--- src/rtl/modadd_pkg.sv ---
package modadd_pkg;

    localparam int unsigned DEF_WORD_W    = 16;
    localparam int unsigned DEF_NUM_WORDS = 12;

    // 2^192 - 2^64 - 1
    localparam logic [191:0] DEF_MODULUS =
        192'hFFFFFFFF_FFFFFFFF_FFFFFFFF_FFFFFFFE_FFFFFFFF_FFFFFFFF;

    typedef enum logic [2:0] {
        ST_IDLE = 3'd0,
        ST_LOAD = 3'd1,
        ST_CMP  = 3'd2,
        ST_FIX  = 3'd3,
        ST_EMIT = 3'd4
    } mas_state_e;

    typedef enum logic {
        OP_ADD = 1'b0,
        OP_SUB = 1'b1
    } mas_op_e;

    typedef struct packed {
        mas_op_e op;
        logic    partial;
    } mas_cfg_t;

endpackage

--- src/rtl/modadd_word_alu.sv ---
module modadd_word_alu #(
    parameter int unsigned W = 16
) (
    input  logic [W-1:0] x_i,
    input  logic [W-1:0] y_i,
    input  logic         cin_i,
    input  logic         sub_i,
    output logic [W-1:0] z_o,
    output logic         cout_o
);
    logic [W:0] ext;

    always_comb begin
        if (sub_i) begin
            ext = {1'b0, x_i} - {1'b0, y_i} - {{W{1'b0}}, cin_i};
        end else begin
            ext = {1'b0, x_i} + {1'b0, y_i} + {{W{1'b0}}, cin_i};
        end
        z_o    = ext[W-1:0];
        cout_o = ext[W];
    end
endmodule

--- src/rtl/modadd_word_store.sv ---
module modadd_word_store #(
    parameter int unsigned W     = 16,
    parameter int unsigned N     = 12,
    parameter int unsigned IDX_W = 4
) (
    input  logic             clk,
    input  logic             we_i,
    input  logic [IDX_W-1:0] widx_i,
    input  logic [W-1:0]     wdata_i,
    input  logic [IDX_W-1:0] ridx_i,
    output logic [W-1:0]     rdata_o
);
    logic [W-1:0] rf [N];

    for (genvar g = 0; g < N; g++) begin : g_word
        always_ff @(posedge clk) begin
            if (we_i && (widx_i == IDX_W'(g))) begin
                rf[g] <= wdata_i;
            end
        end
    end

    always_comb begin
        rdata_o = '0;
        for (int k = 0; k < N; k++) begin
            if (ridx_i == IDX_W'(k)) begin
                rdata_o = rf[k];
            end
        end
    end
endmodule

--- src/rtl/modadd_mag_cmp.sv ---
module modadd_mag_cmp #(
    parameter int unsigned W = 16
) (
    input  logic         clk,
    input  logic         rst,
    input  logic         clr_i,
    input  logic         step_i,
    input  logic [W-1:0] r_word_i,
    input  logic [W-1:0] p_word_i,
    output logic         ge_now_o
);
    logic decided_q;
    logic ge_q;

    // Verdict including the word currently presented; a full tie means r == p.
    assign ge_now_o = decided_q ? ge_q : (r_word_i >= p_word_i);

    always_ff @(posedge clk) begin
        if (rst || clr_i) begin
            decided_q <= 1'b0;
            ge_q      <= 1'b0;
        end else if (step_i && !decided_q && (r_word_i != p_word_i)) begin
            decided_q <= 1'b1;
            ge_q      <= (r_word_i > p_word_i);
        end
    end
endmodule

--- src/rtl/modadd_ws.sv ---
module modadd_ws
    import modadd_pkg::*;
#(
    parameter int unsigned   W       = DEF_WORD_W,
    parameter int unsigned   N       = DEF_NUM_WORDS,
    parameter logic [N*W-1:0] MODULUS = DEF_MODULUS[N*W-1:0]
) (
    input  logic         clk,
    input  logic         rst,
    input  logic         start_i,
    input  logic         sub_i,
    input  logic         partial_i,
    input  logic         in_valid_i,
    input  logic [W-1:0] a_word_i,
    input  logic [W-1:0] b_word_i,
    output logic         busy_o,
    output logic         out_valid_o,
    output logic [W-1:0] out_word_o,
    output logic         done_o
);
    localparam int unsigned IDX_W = (N > 1) ? $clog2(N) : 1;
    localparam logic [IDX_W-1:0] LAST_IDX = IDX_W'(N - 1);

    mas_state_e       state_q;
    mas_cfg_t         cfg_q;
    logic [IDX_W-1:0] idx_q;
    logic             cb_q;

    logic [W-1:0]     p_word;
    logic [W-1:0]     st_rdata;
    logic             st_we;
    logic [W-1:0]     alu_x, alu_y, alu_z;
    logic             alu_sub, alu_cout;
    logic             cmp_ge;
    logic             at_last;

    assign at_last = (idx_q == LAST_IDX);
    assign p_word  = MODULUS[idx_q*W +: W];

    // Operand routing: pass one takes the inputs, the correction pass
    // works on the stored word against the modulus word.
    always_comb begin
        if (state_q == ST_FIX) begin
            alu_x   = st_rdata;
            alu_y   = p_word;
            alu_sub = (cfg_q.op == OP_ADD);
        end else begin
            alu_x   = a_word_i;
            alu_y   = b_word_i;
            alu_sub = (cfg_q.op == OP_SUB);
        end
    end

    assign st_we = ((state_q == ST_LOAD) && in_valid_i) || (state_q == ST_FIX);

    modadd_word_alu #(.W(W)) alu_i (
        .x_i    (alu_x),
        .y_i    (alu_y),
        .cin_i  (cb_q),
        .sub_i  (alu_sub),
        .z_o    (alu_z),
        .cout_o (alu_cout)
    );

    modadd_word_store #(.W(W), .N(N), .IDX_W(IDX_W)) store_i (
        .clk     (clk),
        .we_i    (st_we),
        .widx_i  (idx_q),
        .wdata_i (alu_z),
        .ridx_i  (idx_q),
        .rdata_o (st_rdata)
    );

    modadd_mag_cmp #(.W(W)) cmp_i (
        .clk      (clk),
        .rst      (rst),
        .clr_i    (state_q != ST_CMP),
        .step_i   (state_q == ST_CMP),
        .r_word_i (st_rdata),
        .p_word_i (p_word),
        .ge_now_o (cmp_ge)
    );

    always_ff @(posedge clk) begin
        if (rst) begin
            state_q <= ST_IDLE;
            cfg_q   <= '{op: OP_ADD, partial: 1'b0};
            idx_q   <= '0;
            cb_q    <= 1'b0;
        end else begin
            unique case (state_q)
                ST_IDLE: begin
                    if (start_i) begin
                        state_q <= ST_LOAD;
                        cfg_q   <= '{op: mas_op_e'(sub_i), partial: partial_i};
                        idx_q   <= '0;
                        cb_q    <= 1'b0;
                    end
                end
                ST_LOAD: begin
                    if (in_valid_i) begin
                        if (at_last) begin
                            cb_q <= 1'b0;
                            if (alu_cout) begin
                                state_q <= ST_FIX;
                                idx_q   <= '0;
                            end else if (cfg_q.op == OP_ADD && !cfg_q.partial) begin
                                state_q <= ST_CMP;
                                idx_q   <= LAST_IDX;
                            end else begin
                                state_q <= ST_EMIT;
                                idx_q   <= '0;
                            end
                        end else begin
                            cb_q  <= alu_cout;
                            idx_q <= idx_q + 1'b1;
                        end
                    end
                end
                ST_CMP: begin
                    if (idx_q == '0) begin
                        state_q <= cmp_ge ? ST_FIX : ST_EMIT;
                        cb_q    <= 1'b0;
                    end else begin
                        idx_q <= idx_q - 1'b1;
                    end
                end
                ST_FIX: begin
                    if (at_last) begin
                        state_q <= ST_EMIT;
                        idx_q   <= '0;
                        cb_q    <= 1'b0;
                    end else begin
                        cb_q  <= alu_cout;
                        idx_q <= idx_q + 1'b1;
                    end
                end
                ST_EMIT: begin
                    if (at_last) begin
                        state_q <= ST_IDLE;
                        idx_q   <= '0;
                    end else begin
                        idx_q <= idx_q + 1'b1;
                    end
                end
                default: state_q <= ST_IDLE;
            endcase
        end
    end

    assign busy_o      = (state_q != ST_IDLE);
    assign out_valid_o = (state_q == ST_EMIT);
    assign out_word_o  = out_valid_o ? st_rdata : '0;
    assign done_o      = out_valid_o && at_last;

endmodule

--- config.mk ---
export PLATFORM = sky130hd
export DESIGN_NAME = modadd_ws
export DESIGN_NICKNAME = d
export VERILOG_FILES = /design/src/rtl/modadd_pkg.sv /design/src/rtl/modadd_word_alu.sv /design/src/rtl/modadd_word_store.sv /design/src/rtl/modadd_mag_cmp.sv /design/src/rtl/modadd_ws.sv
export SDC_FILE = /design/constraint.sdc
export NUM_CORES = 1
export LEC_CHECK = 0
export ABC_AREA = 1
export BUFFER_PORTS_ARGS = -buffer_cell sky130_fd_sc_hd__buf_2
export CAP_MARGIN = 10
export CORE_MARGIN = 5
export CORE_UTILIZATION = 35
export CTS_BUF_LIST = sky130_fd_sc_hd__clkbuf_2 sky130_fd_sc_hd__clkbuf_4 sky130_fd_sc_hd__clkbuf_8
export DETAILED_ROUTE_END_ITERATION = 6
export GPL_TIMING_DRIVEN = 1
export PLACE_DENSITY_LB_ADDON = 0.1
export SETUP_SLACK_MARGIN = 0.4
export SLEW_MARGIN = 25
export SYNTH_ARGS = -nofsm -noshare
export SYNTH_HDL_FRONTEND = slang
export SYNTH_SLANG_ARGS = --single-unit
--- constraint.sdc ---
create_clock -name clk -period 5.7 [get_ports clk]
set_input_delay 0.57 -clock clk [delete_from_list [all_inputs] [get_ports clk]]
set_output_delay 0.57 -clock clk [all_outputs]
set_load 0.05 [all_outputs]
== After elaboration in Yosys (flattened, before gate mapping) ==
Memory sizes are Yosys's and may differ from the RTL's.
Cells that the tools add are included.
Word-level totals
  flip-flop bits (word level): 12
  memory bits (writable): 192
  input bits: 38
  output and inout bits: 19
  logic and storage cells: 182
  memories: 1
Memories
  store_i.rf: depth 12, width 16, read ports 12, clocked after memory_dff 0, write ports 1, RTL line modadd_word_store.sv:13  | logic [W-1:0] rf [N];
Cells by class
  add/subtract/negate cells: 6
  order comparisons: 2
  equal/unequal tests: 24
  shift-type cells: 1
  muxes and demuxes: 98
  bitwise logic cells: 1
  reductions and logical operators: 42
Operators with widths (count)
  $mux W16: 26
  $shiftx A192 B9 Y16 const A: 1
  $reduce_or A16 Y1: 11
  $mux W4: 18
  $mux W1: 41
  $mux W3: 9
  $add A16 B16 Y17: 1
  $add A17 B1 Y17: 1
  $logic_and A1 B1 Y1: 17
  $mux W17: 1
  $sub A16 B16 Y17: 1
  $sub A17 B1 Y17: 1
  $eq A4 B3 Y1 const B: 4
  $eq A4 B4 Y1 const B: 4
  $ge A16 B16 Y1: 1
  $gt A16 B16 Y1: 1
  $ne A16 B16 Y1: 1
  $pmux W4 S4: 1
  $pmux W3 S5: 1
  $ne A2 B2 Y1 const B: 6
  $eq A4 B2 Y1 const B: 2
  $reduce_and A4 Y1: 2
  $reduce_bool A4 Y1: 2
  $eq A3 B2 Y1 const B: 2
  17 further kinds: 19

== Depth between registers and ports, before layout ==
  depth in word-level cells: 28
  mapped depth: 39
  mapped depth without buffers: 39

== Hierarchy ==
A second synthesis with hierarchy kept.
Unflattened totals
  cells, all modules: 1385
  area, all modules: 11855.1 sq um
Modules (own cells, without submodules)
  modadd_word_store: times used 1, cells an instance 601, area an instance 7571.0 sq um, seq. area each 5765.5 sq um
  modadd_word_alu: times used 1, cells an instance 459, area an instance 2466.1 sq um, seq. area each 0.0 sq um
  modadd_ws: times used 1, cells an instance 234, area an instance 1242.4 sq um, seq. area each 200.2 sq um
  modadd_mag_cmp: times used 1, cells an instance 91, area an instance 575.6 sq um, seq. area each 40.0 sq um

== Worst setup path after synthesis ==
OpenSTA, ideal clock, no wires.
  kind: reg-to-reg
  from: register idx_q[0]
  to: memory store_i.rf[0][14] (data pin)
  library setup time: 0.273 ns
  data arrival time: 4.374 ns
  data required time: 5.427 ns
  path slack: 1.053 ns
  stages on the path, launching flop included: 38
  buffers on the path: 1
  period minus slack after synthesis: 4.647 ns
  path through: dfxtp_1 -> inv_1 -> ha_1 -> inv_1 -> nor2_8 -> inv_6 -> buf_6 -> nand3_1 -> o21ai_1 -> nand2_1 -> o21ai_1 -> nand2_1 -> o211ai_1 -> nand3_1 -> o211ai_1 -> nand4_1 -> o211ai_1 -> nand2_1 -> [... 2 more ...] -> ha_1 -> ha_1 -> o21ai_1 -> nand2_1 -> nand2_1 -> nand2_1 -> a21oi_1 -> o21ai_1 -> nand2_1 -> inv_1 -> o21a_1 -> nor2_1 -> o21ai_1 -> nand3_1 -> nand2_1 -> nand2_1 -> nand2_1 -> o22ai_1
Between the ends
  word-level cells in the longest chain between the ends: 28
  elaborated cells on any way between the ends: 83
  classes of those cells: add/sub (4); eq/ne (11); shift (1); mux (46); reduce/logical (21)
Ends and longest elaborated chain
  start, declared: RTL line modadd_ws.sv:26  | logic [IDX_W-1:0] idx_q;
  start signal, assigned: RTL line modadd_ws.sv:116  | idx_q <= idx_q + 1'b1;
  start signal, assigned: RTL line modadd_ws.sv:125  | idx_q <= idx_q - 1'b1;
  start signal, assigned: RTL line modadd_ws.sv:135  | idx_q <= idx_q + 1'b1;
  $logic_not A4 Y1: RTL line modadd_word_store.sv:26  | if (ridx_i == IDX_W'(k)) begin
  $mux W16 (12 in a row): RTL line modadd_word_store.sv:26
  $mux W16: RTL line modadd_ws.sv:43  | if (state_q == ST_FIX) begin
  $add A16 B16 Y17 or $sub A16 B16 Y17 (tied branches): RTL line modadd_word_alu.sv:17, modadd_word_alu.sv:15
  $add A17 B1 Y17 or $sub A17 B1 Y17 (tied branches): RTL line modadd_word_alu.sv:17, modadd_word_alu.sv:15
  $mux W17 *: RTL line modadd_word_alu.sv:14  | if (sub_i) begin
  via alu_i.ext[14]: RTL line modadd_word_alu.sv:11  | logic [W:0] ext;
  $mux W16 (no line) (10 in a row)
  $mux W16 (no line) *
  end, declared: RTL line modadd_word_store.sv:13
The timed path passes the listed nets; every way through them passes the cells marked *.

== Worst setup path after layout ==
  from: register idx_q[0]
  to: memory store_i.rf[7][14] (netlist: store_i.rf[1][62]) (data pin)
Same word-level chain as after synthesis.

==> flow_metrics.py <==
metrics = {
    "finish": {
        "n_antenna_cell": 0,
        "n_fill_cell": 3167,
        "drive_gt1_frac": 0.191,
        "post-route-util": 0.415,
        "nets": 1408,
        "design_area_um2": 13100,
        "final_common_cell": "nand2_1",
        "final_cell_mix": "339 x nand2_1, 192 x edfxtp_1, 89 x inv_1",
        "areaGrowthSynthToFinish_pct": 16.9,
    },
    "route": {
        "drc": 0,
        "via_per_inst": 4.96,
        "vias": 8597,
        "ant_nets": 0,
        "dr.pass1.iters": 5,
        "drt_iter0_drc": 400,
        "routed_wl_mm": 30.7,
        "drt-wirelength-per-cell_um": 17.7,
    },
    "critical_path": {
        "endpoint": "store_i.rf[1][62]$_DFFE_PP_",
        "max_stage_delay_ns": 0.49,
        "path_class": "reg2reg",
        "rr_worst_depth": 27,
        "worstPathRequired_ns": 5.91,
        "r2r-start": "idx_q[0]$_SDFFE_PP0P_",
        "critical_path.max_fanout": 9,
        "rr_endpoint": "store_i.rf[1][62]$_DFFE_PP_",
        "cp_common_cell": "nand2_1",
        "crit_path_start": "idx_q[0]$_SDFFE_PP0P_",
        "cp-start-kind": "flip-flop",
        "arrival_ns": 5.09,
        "end_kind": "flip-flop",
        "crit_path_top_delay_cell": "xor2_1",
        "r2r_slack_ns": 0.82,
    },
    "floorplanning": {
        "fp-row-count": 65,
        "die_height_um": 189,
        "num_io_pins": 57,
        "core_um2": 31600,
        "die-area_um2": 35800,
        "die_x_um": 189,
        "start_util": 0.355,
    },
    "cts": {
        "clkTransAtPathRegs_ns": 0.06,
        "cts_made_buffers": 37,
        "cts_sinks": 204,
        "clk_path_buf_depth": 3,
        "tritoncts": "done",
        "root_buffer": "clkbuf_8",
        "cts_max_level": 2,
        "clk_latency_ns": 0.52,
        "hold_buffers": 0,
    },
    "synth": {
        "synth-seq-cells": 204,
        "synth_enable_flop_cells": 192,
        "seq_area_frac_synth": 0.535,
        "yosys_most_used_dff": "edfxtp_1",
        "syn_avg_cell_area_um2": 9.45,
        "synth_warnings": 0,
        "synth_cell_type_count": 51,
        "synthCells": 1188,
        "syn_nets": 1295,
        "synth_area_um2": 11200,
        "async_reset_ff_frac": 0,
    },
    "global_route": {
        "grt_pass1_wl_mm": 48.2,
        "grt_remaining_overflow": 0,
        "grt_max_degree": 36,
        "grtUsageMet1": 0.239,
        "track_usage": 0.169,
        "grt_use_met2": 0.277,
        "antenna_found_initial": 0,
        "grt_busiest_layer": "met2",
        "grt_pass1_vias": 8620,
        "met3_usage": 0.0203,
    },
    "power": {
        "total_power_mw": 5.72,
        "cellPowerDensity_nw_per_um2": 436,
        "leakagePower_nw": 5.37,
        "worst_ir_drop_vdd_mv": 0.195,
    },
    "placed_design": {
        "hpwlAfterDp_mm": 22.4,
        "gp_congestion": 0.837,
        "port_buffers": 56,
        "dpl-instance-area_um2": 12200,
    },
    "timing": {
        "relSlewSlack": 0.338,
        "finalHoldViolCount": 0,
        "finalSetupViolations": 0,
        "rsz0062_at_grt": "no",
        "worst_slew_pin_slew_ns": 0.991,
        "holdWs_ns": 0.343,
        "fmax_mhz": 205,
        "final_max_slew_viol_count": 0,
        "post-route-period-util": 0.856,
        "finalClockSkew_ns": 0.0171,
        "setup_tns_ns": 0,
        "period_minus_slack_ns": 4.88,
    },
    "status": {
        "status": "finished, final reports clean",
    },
    "flow_run": {
        "maxCapViolCount": 0,
    },
    "min_path": {
        "min_path_type": "in2reg",
    },
}
## stage by stage
step,worst slack (ns),std cells
global placement,0.131,1657
finish,0.818,1732
floorplan,1.05,1188
global route,0.394,1732
CTS,0.465,1725
detailed placement,0.0519,1657
## cells in the mapped netlist (all sizes together) (2+ instances only)
cell type,n,area (um2)
clkbuf,24,90.1
or2,25,156
nand2,352,1360
nor3,5,25.0
a21boi,3,22.5
xnor2,4,35.0
dfxtp,12,240
o31ai,2,15.0
a221oi,10,87.6
o21ai,67,347
nand3,69,365
o21bai,11,86.3
edfxtp,192,5770
ha,65,813
nand3b,2,15.0
o21a,6,45.0
a31oi,6,37.5
a211oi,2,15.0
fa,4,80.1
nor2,95,408
xor2,8,77.6
inv,99,382
a21oi,59,295
o211ai,31,233
nand4,8,50.1
buf,15,93.8
o22ai,5,31.3
## state kept, by name, summed over array words and instances, names as in the netlist
name / cells
cb_q: 1
cfg_q: 2
cmp_i.decided_q: 1
cmp_i.ge_q: 1
idx_q: 4
state_q: 3
store_i.rf: 192
## where the power goes
group	internal, mW	total (mW)	switching (mW)	leakage [nW]
Sequential	1.94	1.97	0.0283	1.83
Combinational	0.765	2.35	1.59	3.16
Clock	0.800	1.41	0.605	0.389
Total	3.51	5.72	2.22	5.37
## per-layer routing
metal | wire length [um] | part of all wire
met5 | 0 | 0
met4 | 515 | 0.017
met3 | 803 | 0.026
met2 | 14500 | 0.47
met1 | 14900 | 0.49
## cell type report
class	count	area, um2	area share
repair buffers	111	697	0.0531
repair inverters	1	8.76	0.000667
inverters	100	397	0.0302
multi-input cells	846	4760	0.363
clock buffers	52	622	0.0474
well taps	402	503	0.0383
flip-flops and latches	204	6010	0.458
clock inverters	16	129	0.00982
## timing repair
item,CTS,global route
pin swaps,0,4
resized for setup,4,23
gates cloned,0,2
setup endpoints to repair,42,79
setup buffers,0,5
## worst min path at each step
stage                                 startpoint                      endpoint  slack (ns)  depth (start not counted)
floorplan                  cfg_q[0]$_SDFFE_PP0P_         cfg_q[0]$_SDFFE_PP0P_        0.44                          2
global placement    cmp_i.decided_q$_SDFFE_PP0P_  cmp_i.decided_q$_SDFFE_PP0P_        0.45                          1
detailed placement  cmp_i.decided_q$_SDFFE_PP0P_  cmp_i.decided_q$_SDFFE_PP0P_        0.45                          1
CTS                                    partial_i         cfg_q[0]$_SDFFE_PP0P_        0.32                          3
global route                               sub_i         cfg_q[1]$_SDFFE_PP0P_        0.36                          3
finish                                 partial_i         cfg_q[0]$_SDFFE_PP0P_        0.34                          3
## critical path, delay by kind of cell (launching register included)
family / cells / cell delay (ns)
buf+inv: 4 / 0.50
compound gates: 10 / 1.52
flops: 1 / 0.35
xor+xnor: 1 / 0.49
fa+ha+maj: 3 / 1.03
simple gates: 9 / 0.71
## cell families after synthesis
logic type,Yosys count,synth area share
and+or+nand+nor,556,0.212
AOI/OAI and AO/OA,208,0.113
adders and majority gates,69,0.0796
xor gates and xnor gates,12,0.0100
buffers and inverters,139,0.0507
DFF,204,0.535
(Power assumes the default switching activity.)
